==> config.mk <==
export PLATFORM = sky130hd
export DESIGN_NAME = bkup_supervisor
export DESIGN_NICKNAME = d
export VERILOG_FILES = /design/src/rtl/bkup_pkg.sv /design/src/rtl/bkup_flag_sync.sv /design/src/rtl/bkup_seal_ctrl.sv /design/src/rtl/bkup_reset_hold.sv /design/src/rtl/bkup_supervisor.sv
export SDC_FILE = /design/constraint.sdc
export NUM_CORES = 1
export LEC_CHECK = 0
export ABC_AREA = 0
export CORE_MARGIN = 1.5
export CORE_UTILIZATION = 55
export CTS_CLUSTER_SIZE = 25
export DETAILED_ROUTE_END_ITERATION = 10
export DONT_BUFFER_PORTS = 1
export GPL_ROUTABILITY_DRIVEN = 1
export HOLD_SLACK_MARGIN = 0.02
export PLACE_DENSITY = 0.7
export SLEW_MARGIN = 20
export SYNTH_ARGS = -nofsm -noshare
export SYNTH_HDL_FRONTEND = slang
export SYNTH_SLANG_ARGS = --single-unit
==> constraint.sdc <==
create_clock -name clk -period 2.6 [get_ports clk]
set_clock_uncertainty 0.05 [all_clocks]
set_input_delay 0.65 -clock clk [delete_from_list [all_inputs] [get_ports clk]]
set_output_delay 0.65 -clock clk [all_outputs]
set_load 0.01 [all_outputs]
==> src/rtl/bkup_pkg.sv <==
package bkup_pkg;
  localparam int unsigned NUM_FLAGS = 3;
  localparam int unsigned SYNC_STAGES = 2;

  typedef struct packed {
    logic ok;     // supply above trip point
    logic bsw;    // supply below switch point
    logic bbat;   // supply below battery voltage
  } comp_flags_t;
endpackage

==> src/rtl/bkup_flag_sync.sv <==
module bkup_flag_sync #(
  parameter int unsigned WIDTH  = 3,
  parameter int unsigned STAGES = 2
) (
  input  logic             clk,
  input  logic             rst_n,
  input  logic [WIDTH-1:0] async_in,
  output logic [WIDTH-1:0] sync_out
);
  localparam int unsigned LAST = STAGES - 1;

  for (genvar b = 0; b < WIDTH; b++) begin : g_bit
    logic [STAGES-1:0] chain_q;
    logic [STAGES-1:0] chain_d;

    always_comb begin
      chain_d = {chain_q[STAGES-2:0], async_in[b]};
    end

    always_ff @(posedge clk or negedge rst_n) begin
      if (!rst_n) chain_q <= '0;
      else        chain_q <= chain_d;
    end

    assign sync_out[b] = chain_q[LAST];
  end
endmodule

==> src/rtl/bkup_seal_ctrl.sv <==
module bkup_seal_ctrl (
  input  logic clk,
  input  logic rst_n,
  input  logic ok_s,
  input  logic seal_cmd,
  output logic sealed
);
  logic sealed_q, sealed_d;
  logic ok_prev_q;
  logic ok_rise;

  assign ok_rise = ok_s & ~ok_prev_q;

  always_comb begin
    sealed_d = sealed_q;
    if (seal_cmd && ok_s) sealed_d = 1'b1;
    else if (ok_rise)     sealed_d = 1'b0;
  end

  always_ff @(posedge clk or negedge rst_n) begin
    if (!rst_n) begin
      sealed_q  <= 1'b1;
      ok_prev_q <= 1'b0;
    end else begin
      sealed_q  <= sealed_d;
      ok_prev_q <= ok_s;
    end
  end

  assign sealed = sealed_q;

  // a first rise of good supply unseals unless a command competes
  assert_seal_clear_on_rise_R4 : assert property (@(posedge clk) disable iff (!rst_n)
    (sealed_q && ok_s && !ok_prev_q && !seal_cmd) |=> !sealed_q);

  // seal is only ever re-entered by a command taken with good supply
  assert_seal_only_by_cmd_R5 : assert property (@(posedge clk) disable iff (!rst_n)
    (!sealed_q && !(seal_cmd && ok_s)) |=> !sealed_q);
endmodule

==> src/rtl/bkup_reset_hold.sv <==
module bkup_reset_hold #(
  parameter int unsigned HOLD_CYCLES = 6554
) (
  input  logic clk,
  input  logic rst_n,
  input  logic ok_s,
  output logic rst_out_n
);
  localparam int unsigned CW = $clog2(HOLD_CYCLES + 1);
  localparam logic [CW-1:0] HOLD_V = CW'(HOLD_CYCLES);

  logic [CW-1:0] cnt_q, cnt_d;
  logic          cnt_en;
  logic          at_hold;

  assign at_hold = (cnt_q == HOLD_V);
  assign cnt_en  = ok_s & ~at_hold;

  always_comb begin
    cnt_d = cnt_q;
    if (!ok_s)       cnt_d = '0;
    else if (cnt_en) cnt_d = cnt_q + 1'b1;
  end

  always_ff @(posedge clk or negedge rst_n) begin
    if (!rst_n) cnt_q <= '0;
    else        cnt_q <= cnt_d;
  end

  assign rst_out_n = ok_s & at_hold;

  // counter never runs past the hold limit
  assert_cnt_bound_R7 : assert property (@(posedge clk) disable iff (!rst_n)
    cnt_q <= HOLD_V);

  // a dip always clears the count
  assert_dip_restart_R7 : assert property (@(posedge clk) disable iff (!rst_n)
    !ok_s |=> (cnt_q == '0));

  // release only follows a good cycle
  assert_release_after_good_R7 : assert property (@(posedge clk) disable iff (!rst_n)
    $rose(rst_out_n) |-> $past(ok_s));
endmodule

==> src/rtl/bkup_supervisor.sv <==
module bkup_supervisor #(
  parameter int unsigned HOLD_CYCLES = 6554
) (
  input  logic clk,
  input  logic rst_n,
  input  logic supply_ok,
  input  logic below_switch,
  input  logic below_batt,
  input  logic tol10_sel,
  input  logic seal_cmd,
  output logic batt_sel,
  output logic backup_en,
  output logic rst_out_n,
  output logic trip_tol10
);
  import bkup_pkg::*;

  comp_flags_t raw_flags, syn_flags;
  logic        sealed;
  logic        tol_q;

  assign raw_flags = '{ok: supply_ok, bsw: below_switch, bbat: below_batt};

  bkup_flag_sync #(
    .WIDTH (NUM_FLAGS),
    .STAGES(SYNC_STAGES)
  ) u_sync (
    .clk     (clk),
    .rst_n   (rst_n),
    .async_in(raw_flags),
    .sync_out(syn_flags)
  );

  bkup_seal_ctrl u_seal (
    .clk     (clk),
    .rst_n   (rst_n),
    .ok_s    (syn_flags.ok),
    .seal_cmd(seal_cmd),
    .sealed  (sealed)
  );

  bkup_reset_hold #(
    .HOLD_CYCLES(HOLD_CYCLES)
  ) u_hold (
    .clk      (clk),
    .rst_n    (rst_n),
    .ok_s     (syn_flags.ok),
    .rst_out_n(rst_out_n)
  );

  always_ff @(posedge clk or negedge rst_n) begin
    if (!rst_n) tol_q <= 1'b0;
    else        tol_q <= tol10_sel;
  end

  assign trip_tol10 = tol_q;
  assign backup_en  = ~sealed;
  assign batt_sel   = syn_flags.bsw & syn_flags.bbat & ~sealed;

  // battery path never active while sealed
  assert_no_batt_sealed_R2 : assert property (@(posedge clk) disable iff (!rst_n)
    batt_sel |-> backup_en);

  // reset output low whenever synchronized supply is low
  assert_rst_on_fail_R6 : assert property (@(posedge clk) disable iff (!rst_n)
    !syn_flags.ok |-> !rst_out_n);

  // tolerance selection forwarded one edge later
  assert_tol_forward_R9 : assert property (@(posedge clk) disable iff (!rst_n)
    $past(rst_n) |-> (trip_tol10 == $past(tol10_sel)));
endmodule

# Word-level counts from Yosys, hierarchy flattened
# Cells that the tools add are included.
dict set report totals {
  in_bits 7
  regBits 22
  output_inout_bits 4
  wordCells 24
}
dict set report op_classes {
  eq_ne 2
  bitwise 8
  n_addsub 1
  n_mux 4
  reduce_logical 2
}
# operator n
set op_table {}
lappend op_table {{$mux 13} 2}
lappend op_table {{$add 13x1->13 const B} 1}
lappend op_table {{$eq 13x13->1 const B} 1}
lappend op_table {{$and 1x1->1} 5}
lappend op_table {{$not 1->1} 3}
lappend op_table {{$mux 1} 2}
lappend op_table {{$ne 2x1->1 const B} 1}
lappend op_table {{$reduce_bool 2->1} 1}
lappend op_table {{$logic_and 1x1->1} 1}

# Longest topological paths before layout
# Gate-level depths: netlist of the first run.
dict set report logic_depth {
  word_depth 5
  depth_mapped 5
  depth_no_buf 5
}

# Modules after synthesis
# A second synthesis of the first run with hierarchy kept.
dict set report hier_totals {
  hier_cells 88
  area_unflattened_um2 988.4
}
# mod cells_each seq_area_each_um2 area_each_um2 n_inst
set by_module_without_submodules {}
lappend by_module_without_submodules {bkup_reset_hold 72 325.3 711.9 1}
lappend by_module_without_submodules {bkup_flag_sync 9 150.1 172.7 1}
lappend by_module_without_submodules {bkup_seal_ctrl 4 51.3 66.3 1}
lappend by_module_without_submodules {bkup_supervisor 3 25.0 37.5 1}

# Worst setup path before layout of the first run
# No wires, ideal clock.
dict set report synth_timing {
  kind {register to output}
  start {reg u_hold.cnt_q[9]}
  end {out rst_out_n}
  n_path_buf 1
  setup_slack_ns 0.452
  arrival_time_ns 1.448
  t_required_ns 1.900
  path_stages_with_launch 4
  cell_sequence {dfrtp_1 -> or4_1 -> buf_2 -> nor4_1}
}
dict set report synth_via {
  elab_chain_len 2
}
# item line_no
set synth_lines {}
lappend synth_lines {{start: declaration} bkup_reset_hold.sv:12} ;# logic [CW-1:0] cnt_q, cnt_d;
lappend synth_lines {{start signal: assignment} bkup_reset_hold.sv:27} ;# else cnt_q <= cnt_d;
lappend synth_lines {{$eq 13x13->1} bkup_reset_hold.sv:16} ;# assign at_hold = (cnt_q == HOLD_V);
lappend synth_lines {{$and 1x1->1} bkup_reset_hold.sv:30} ;# assign rst_out_n = ok_s & at_hold;
lappend synth_lines {{end: declaration} bkup_supervisor.sv:13} ;# output logic rst_out_n,
# No other way between the ends.

# Final worst setup path of the first run
# Ends and elaborated chain as after synthesis.

==> results.md, run 1 <==
- Status: finished with violations
- Failing checks: design-rule violations
- Largest net degree at the start of global routing: 22
- DIE AREA: ~0.002 mm^2
- Post-Syn Instances: about 90
- Mapped Nets: 97
- DRC violations left: 2
- Final worst path period share: 0.945
- Post-synth top area cell: dfrtp_1
- Lkg Pwr: about 0.0004 uW
- Share of cells above drive strength 1: 0.0659
- Overall Power: roughly 650 uW
- Setup ws final: 0.143 ns
- Postcts setup bufs: 0
- Post-DRT Antenna Nets: 0
- Power share of the clock group: 0.395
- Ys Warns: 0
- Final GP Congestion: ~0.76
- Max VDD drop: 0.418 mV
- Worst-path clk slew: 0.11 ns
- Worst Tran Pin Value: 0.909 ns
- Post-Place Cells: 102
- Root Buffer: clkbuf_4
- Synth Register Bits: 22
- Initial Util: 0.606
- Final Hold Viols: 0
- Total Wirelength: ~1700 um
- Area grow syn2layout: 8.48%
- Skew-Pair Late Insertion Delay: ~0.30 ns
- Slew headroom: 0.392
- Post-route insts no fill: between 100 and 150
- Synth unique cells: 24
- CP startpoint kind: flop
- Path type of the worst min-delay path: in2async
- Fill count: between 100 and 150
- Vias in the first global route: 650
- Port buffer count: 0
- Syn_area_per_cell: between 10 and 15 um^2
- Synth Area in XOR/XNOR: 0.0185
- Net Sw Frac: 0.195
- Power Density: roughly 630 mW/mm^2
- MaxCap Viol Count: 0
- WS Path Type: reg2out
- Core area: about 0.0016 mm^2
- Max Fclk: between 0.4 and 0.5 GHz
- Final setup violation count: 0
- CP Capture Type: output port
- Multiplexer share of the synthesized area: 0.0106
- WL met2: approximately 770 um
- P_sw: between 100 and 150 uW
- Final Core Density: 0.657
- CTS tree: yes
- Num Clock Sinks: 22
- WP data required: about 1.9 ns
- Final min period: ~2.5 ns
- Complex-gate fraction of the synthesized area: 0.123
- Die X: between 40 and 50 um
- Mapped Area: ~940 um^2
- Post-place setup slack: between 0.3 and 0.4 ns
- CP Max Fanout: 6
- Routed met3 length: 97 um
- HPWL Detailed: 1140 um
- Ant. Diodes: 0
- First-pass GRT wire length: about 2700 um
- Initial antenna violation count: 0
- Clock Path Buffers: 2
- H-tree depth: 1
- Setup tns final: 0 ns
- Synth Area in Simple Gates: 0.204
- Sequential power share: 0.563
- Die height: about 44 um
- Yosys top cell area share: 0.556
- CTS Buf Count: 3
- Worst EP arrival: 1.76 ns
- Slew Viols, Final: 0
- Total vias in the final route: between 700 and 800
- DR pass1 iterations: 7
- Remaining Overflow, GRT: 0
- DR WL/cell: 15.5 um
- M1 wire length: ~760 um
- Average vias per placed instance: 6.64
- Fin nets: a little over 100
- Max Used Layer: met4
- Adder-cell share of the synthesized area: 0.0265
- Io pins: 11
- Power Internal: about 520 uW
- Sequential element share of the synthesized area: 0.584
- Detailed Route Iter0 Violations: 32
- Overall Global Routing Usage: 0.196
- Synth top area cells: dfrtp_1 56%, a21oi_1 4.2%, or4_1 4.0%, o31ai_1 3.2%, dfstp_2 2.8%
- Largest family of logic cells by synthesized area: simple AND/OR/NAND/NOR gates
- FP Rows: 14
- Worst r2r path cells: 3
- Combinational power share: 0.043
- Unrepaired setup endpoints after global routing: false
what timing repair did:
action,in CTS,in global routing
resized for setup,0,1
hold buffers,1,0
hold endpoints to repair,21,0
setup endpoints to repair,0,1
power by group through the flow:
stage | clock network [uW] | registers [uW] | logic, uW
6_report | 255 | 363 | 27.5
5_1_grt | 270 | 365 | 32.0
4_1_cts | 265 | 364 | 28.1
3_5_place_dp | 0 | 371 | 20.3
3_3_place_gp | 0 | 370 | 20.5
2_1_floorplan | 0 | 368 | 17.5
layer usage:
layer,global-route usage,up-vias
met5,0,-
met4,0.109,0
met3,0.0245,6
met2,0.309,34
met1,0.263,335
li1,-,336
worst paths after layout:
kind	startpoint	endpoint	slack [ns]
min reg2reg	u_sync.g_bit[1].chain_q[0]	u_sync.g_bit[1].chain_q[1]	0.31
min	rst_n	u_seal.sealed	0.12
max	u_hold.cnt_q[9]	rst_out_n	0.14
min in group clk	tol10_sel	trip_tol10	0.31
max reg2reg	u_hold.cnt_q[9]	u_hold.cnt_q[2]	0.85
max in group asynchronous	rst_n	u_hold.cnt_q[7]	1.09
synthesized netlist by cell type, drive strengths merged:
library cell  count
ha                2
dfrtp            21
or3               3
nand4             3
o31ai             4
clkbuf            1
or4               5
o311ai            1
nor4              4
buf               1
o21ai             4
nor3              2
nand2             6
xor2              2
a21oi             8
nand4b            1
nand2b            2
and3              1
inv               6
mux2i             1
dfstp             1
o31a              2
nand3             5
nor2              2
cell families after synthesis:
logic type,after synthesis
XOR/XNOR,2
multiplexers,1
adder cells (fa/ha/maj),2
AND/OR/NAND/NOR,34
flip-flops,22
buffers and inverters,8
AO/OA/AOI/OAI,19
stage by stage:
step                      cell area (um^2)  hold WS (ns)
after floorplan                        945         0.281
after global placement                 956         0.282
after detailed placement               956         0.287
after CTS                             1020         0.104
after global routing                  1020         0.100
final                                 1020         0.118
worst max-delay path, cell delays in order (launching register included):
cell	delay (ns)
dfrtp_1	0.43
or4_1	0.65
nor4_2	0.37
flip-flops by register name, indices dropped and copies added (netlist names):
| register | cells |
|---|---|
| u_hold.cnt_q | 13 |
| u_sync.g_bit.chain_q | 6 |
| trip_tol10 | 1 |
| u_seal.ok_prev_q | 1 |
| u_seal.sealed | 1 |
layout by cell type (no fill, tap or decap):
cell type	netlist	final
dfrtp_1	21	21
a21oi_1	8	8
inv_1	6	6
nand2_1	6	6
or4_1	5	5
nand3_1	5	5
o21ai_0	4	4
o31ai_1	4	4
nand4_1	3	3
or3_1	3	3
nor4_1	4	3
clkbuf_4	0	3
nand2b_1	2	2
xor2_1	2	2
nor2_1	2	2
o31a_1	2	2
nor3_1	2	2
ha_1	2	2
nand4b_1	1	1
nor4_2	0	1
and3_1	1	1
mux2i_1	1	1
o311ai_0	1	1
bufinv_16	0	1
dlygate4sd3_1	0	1
dfstp_2	1	1
final cells by class:
class,count,area (um^2),area share
multi-input combinational,58,368,0.359
clock buffer,3,22.5,0.0220
timing repair buffer,1,10.0,0.00977
clock inverter,1,30.0,0.0293
inverter,6,22.5,0.0220
sequential,22,552,0.538
tap,16,20.0,0.0195
Note: power is estimated with default switching activity, not from simulation.
==> inputs of run 2 (changes only) <==
--- a/config.mk
+++ b/config.mk
@@ -14,6 +14,7 @@
 export GPL_ROUTABILITY_DRIVEN = 1
 export HOLD_SLACK_MARGIN = 0.02
 export PLACE_DENSITY = 0.7
+export REMOVE_ABC_BUFFERS = 1
 export SLEW_MARGIN = 20
 export SYNTH_ARGS = -nofsm -noshare
 export SYNTH_HDL_FRONTEND = slang
==> results.md, run 2 (same netlist as run 1, synthesis figures left out) <==
- Status: complete, no violations
- CP Max Fanout: 6 (unchanged)
- Most frequent cells in the layout: 21 x dfrtp_1, 8 x a21oi_1, 6 x inv_1, 6 x nand2_1, 5 x nand3_1
- Final Hold Viols: 0 (unchanged)
- Worst Tran Pin Value: 0.938 ns (+0.0287 ns)
- Detailed Route Iter0 Violations: 32 (unchanged)
- Root Buffer: clkbuf_4
- Setup tns final: 0 ns (unchanged)
- CP max-delay cell: or4_4
- Largest net degree at the start of global routing: 22 (unchanged)
- H-tree depth: 1 (unchanged)
- Core area: 0.00156 mm^2 (unchanged)
- Net Sw Frac: 0.199 (+0.00488)
- Skew-Pair Late Insertion Delay: 0.30 ns (about the same)
- Setup ws final: 0.135 ns (-0.00837 ns)
- Post-place setup slack: 0.436 ns (+0.0500 ns)
- Area grow syn2layout: 9.80%
- CTS tree: yes
- Initial antenna violation count: 0 (unchanged)
- Lkg Pwr: 0.000421 uW (+2.1%)
- Num Clock Sinks: 22 (unchanged)
- Power Density: 627 mW/mm^2 (-0.47%)
- DR WL/cell: 17.1 um (+10%)
- WP depth: 3 (+1)
- WS Path Type: reg2out
- Final worst path period share: 0.948 (+0.00322)
- Top Registers: u_hold.cnt_q x13, u_sync.g_bit.chain_q x6
- Max reg flops: 13 (unchanged)
- MaxCap Viol Count: 0 (unchanged)
- CP startpoint kind: flop
- HPWL Detailed: 1260 um (+11%)
- Critical path, cell by cell: or4_4, nor4_1, buf_4
- Post-route design area: 0.00104 mm^2 (+1.2%)
- Worst EP arrival: 1.77 ns (about the same)
- Post-DRT Antenna Nets: 0 (unchanged)
- Worst-path clk slew: 0.13 ns (+0.02 ns)
- CP bufs+invs: 1 (+1)
- Post-Place Cells: 104 (+2.0%)
- Io pins: 11 (unchanged)
- Ant. Diodes: 0 (unchanged)
- Die X: 44.4 um (unchanged)
- DR pass1 iterations: 6 (-1)
- Remaining Overflow, GRT: 0 (unchanged)
- Unrepaired setup endpoints after global routing: false
- Die height: 44.4 um (unchanged)
- Max Fclk: 0.406 GHz (-0.34%)
- DIE AREA: 0.00198 mm^2 (unchanged)
- Slew headroom: 0.373 (-0.0192)
- Crit-path leading delay family: simple AND/OR/NAND/NOR gates
- Commonest non-fill, non-tap cell in the layout: dfrtp_1
- Overall Global Routing Usage: 0.216 (+0.0202)
- Path type of the worst min-delay path: in2async
- DRC violations left: 0 (-2)
- Final GP Congestion: 0.818 (+7.3%)
- WP data required: 1.90 ns (about the same)
- Average vias per placed instance: 6.44 (-3.1%)
- First-pass GRT wire length: 3040 um (+11%)
- Power share of the clock group: 0.398 (+0.003)
- Biggest register: u_hold.cnt_q
- Sequential power share: 0.558 (-0.005)
- Final min period: 2.47 ns (+0.00837 ns)
- Initial Util: 0.606 (unchanged)
- Post-route insts no fill: 109 (+1.9%)
- Power Internal: 521 uW (+0.14%)
- Fin nets: 103 (+2.0%)
- Max VDD drop: 0.408 mV (-2.4%)
- Total Wirelength: 1870 um (+13%)
- Share of cells above drive strength 1: 0.0860 (+0.0201)
- P_sw: 130 uW (+3.3%)
- Total vias in the final route: 702 (-1.3%)
- Postcts setup bufs: 0 (unchanged)
- CTS Buf Count: 3 (unchanged)
- Slew Viols, Final: 0 (unchanged)
- Port buffer count: 0 (unchanged)
- Clock Path Buffers: 2 (unchanged)
- Combinational power share: 0.044 (about the same)
- Worst r2r path cells: 4 (+1)
- FP Rows: 14 (unchanged)
- CP Capture Type: output port
- Critical Path Max Stage Delay: 0.60 ns (-0.05 ns)
- Post-DP Area: 971 um^2 (+1.6%)
- Vias in the first global route: 631 (-2.9%)
- Final setup violation count: 0 (unchanged)
[run 2: metrics by stage]
stage | power, uW | hold WS [ns] | util
2_1_floorplan | 385 | 0.281 | -
3_3_place_gp | 391 | 0.284 | 0.623
3_5_place_dp | 392 | 0.287 | 0.623
4_1_cts | 655 | 0.115 | 0.663
5_1_grt | 679 | 0.0851 | 0.665
6_report | 651 | 0.124 | 0.665
[run 2: path summary, 6_finish.rpt]
path                                             from                    endpoint  slack [ns]
hold / removal                                  rst_n               u_seal.sealed        0.12
max in group asynchronous                       rst_n                  trip_tol10        1.06
min in group clk           u_sync.g_bit[0].chain_q[0]  u_sync.g_bit[0].chain_q[1]        0.31
setup / recovery                      u_hold.cnt_q[9]                   rst_out_n        0.13
setup reg to reg                      u_hold.cnt_q[0]            u_hold.cnt_q[10]        0.94
hold reg to reg            u_sync.g_bit[0].chain_q[0]  u_sync.g_bit[0].chain_q[1]        0.31
[run 2: what timing repair did]
item                                   4_1_cts  5_1_grt
resized for setup                            0        1
endpoints found under the hold margin       21        0
hold buffers                                 1        0
setup endpoints to repair                    0        1
[run 2: power groups by stage]
stage          clock network, uW  logic [uW]  registers (uW)
2_1_floorplan                  0        17.0             368
3_3_place_gp                   0        21.4             370
3_5_place_dp                   0        21.5             370
4_1_cts                      262        29.2             363
5_1_grt                      281        33.3             365
6_report                     259        28.7             363
[run 2: routing by layer]
metal,vias up,part of all wire,track usage
met5,-,0,0
met4,0,0.0070,0.0727
met3,2,0.057,0.0367
met2,22,0.50,0.350
met1,341,0.44,0.296
li1,337,-,-
[run 2: cell type report]
cell class / count / area [um^2]
inverter: 6 / 22.5
multi-input combinational: 58 / 365
sequential: 22 / 552
timing repair buffer: 3 / 25.0
clock inverter: 1 / 30.0
clock buffer: 3 / 22.5
fill: 121 / 522
tap: 16 / 20.0
[run 2: worst reg2reg max path, stage by stage (launching register included)]
cell	delay, ns
dfrtp_1	0.44
ha_1	0.26
nand3_1	0.20
or4_1	0.51
a21oi_1	0.15
==> inputs of run 3 (changes only) <==
--- a/config.mk
+++ b/config.mk
@@ -8,6 +8,7 @@
 export ABC_AREA = 0
 export CORE_MARGIN = 1.5
 export CORE_UTILIZATION = 55
+export CTS_BUF_LIST = sky130_fd_sc_hd__clkbuf_4 sky130_fd_sc_hd__clkbuf_8
 export CTS_CLUSTER_SIZE = 25
 export DETAILED_ROUTE_END_ITERATION = 10
 export DONT_BUFFER_PORTS = 1
==> results of run 3 <==
No change in the layout: final DEF, timing and power equal those of run 2.
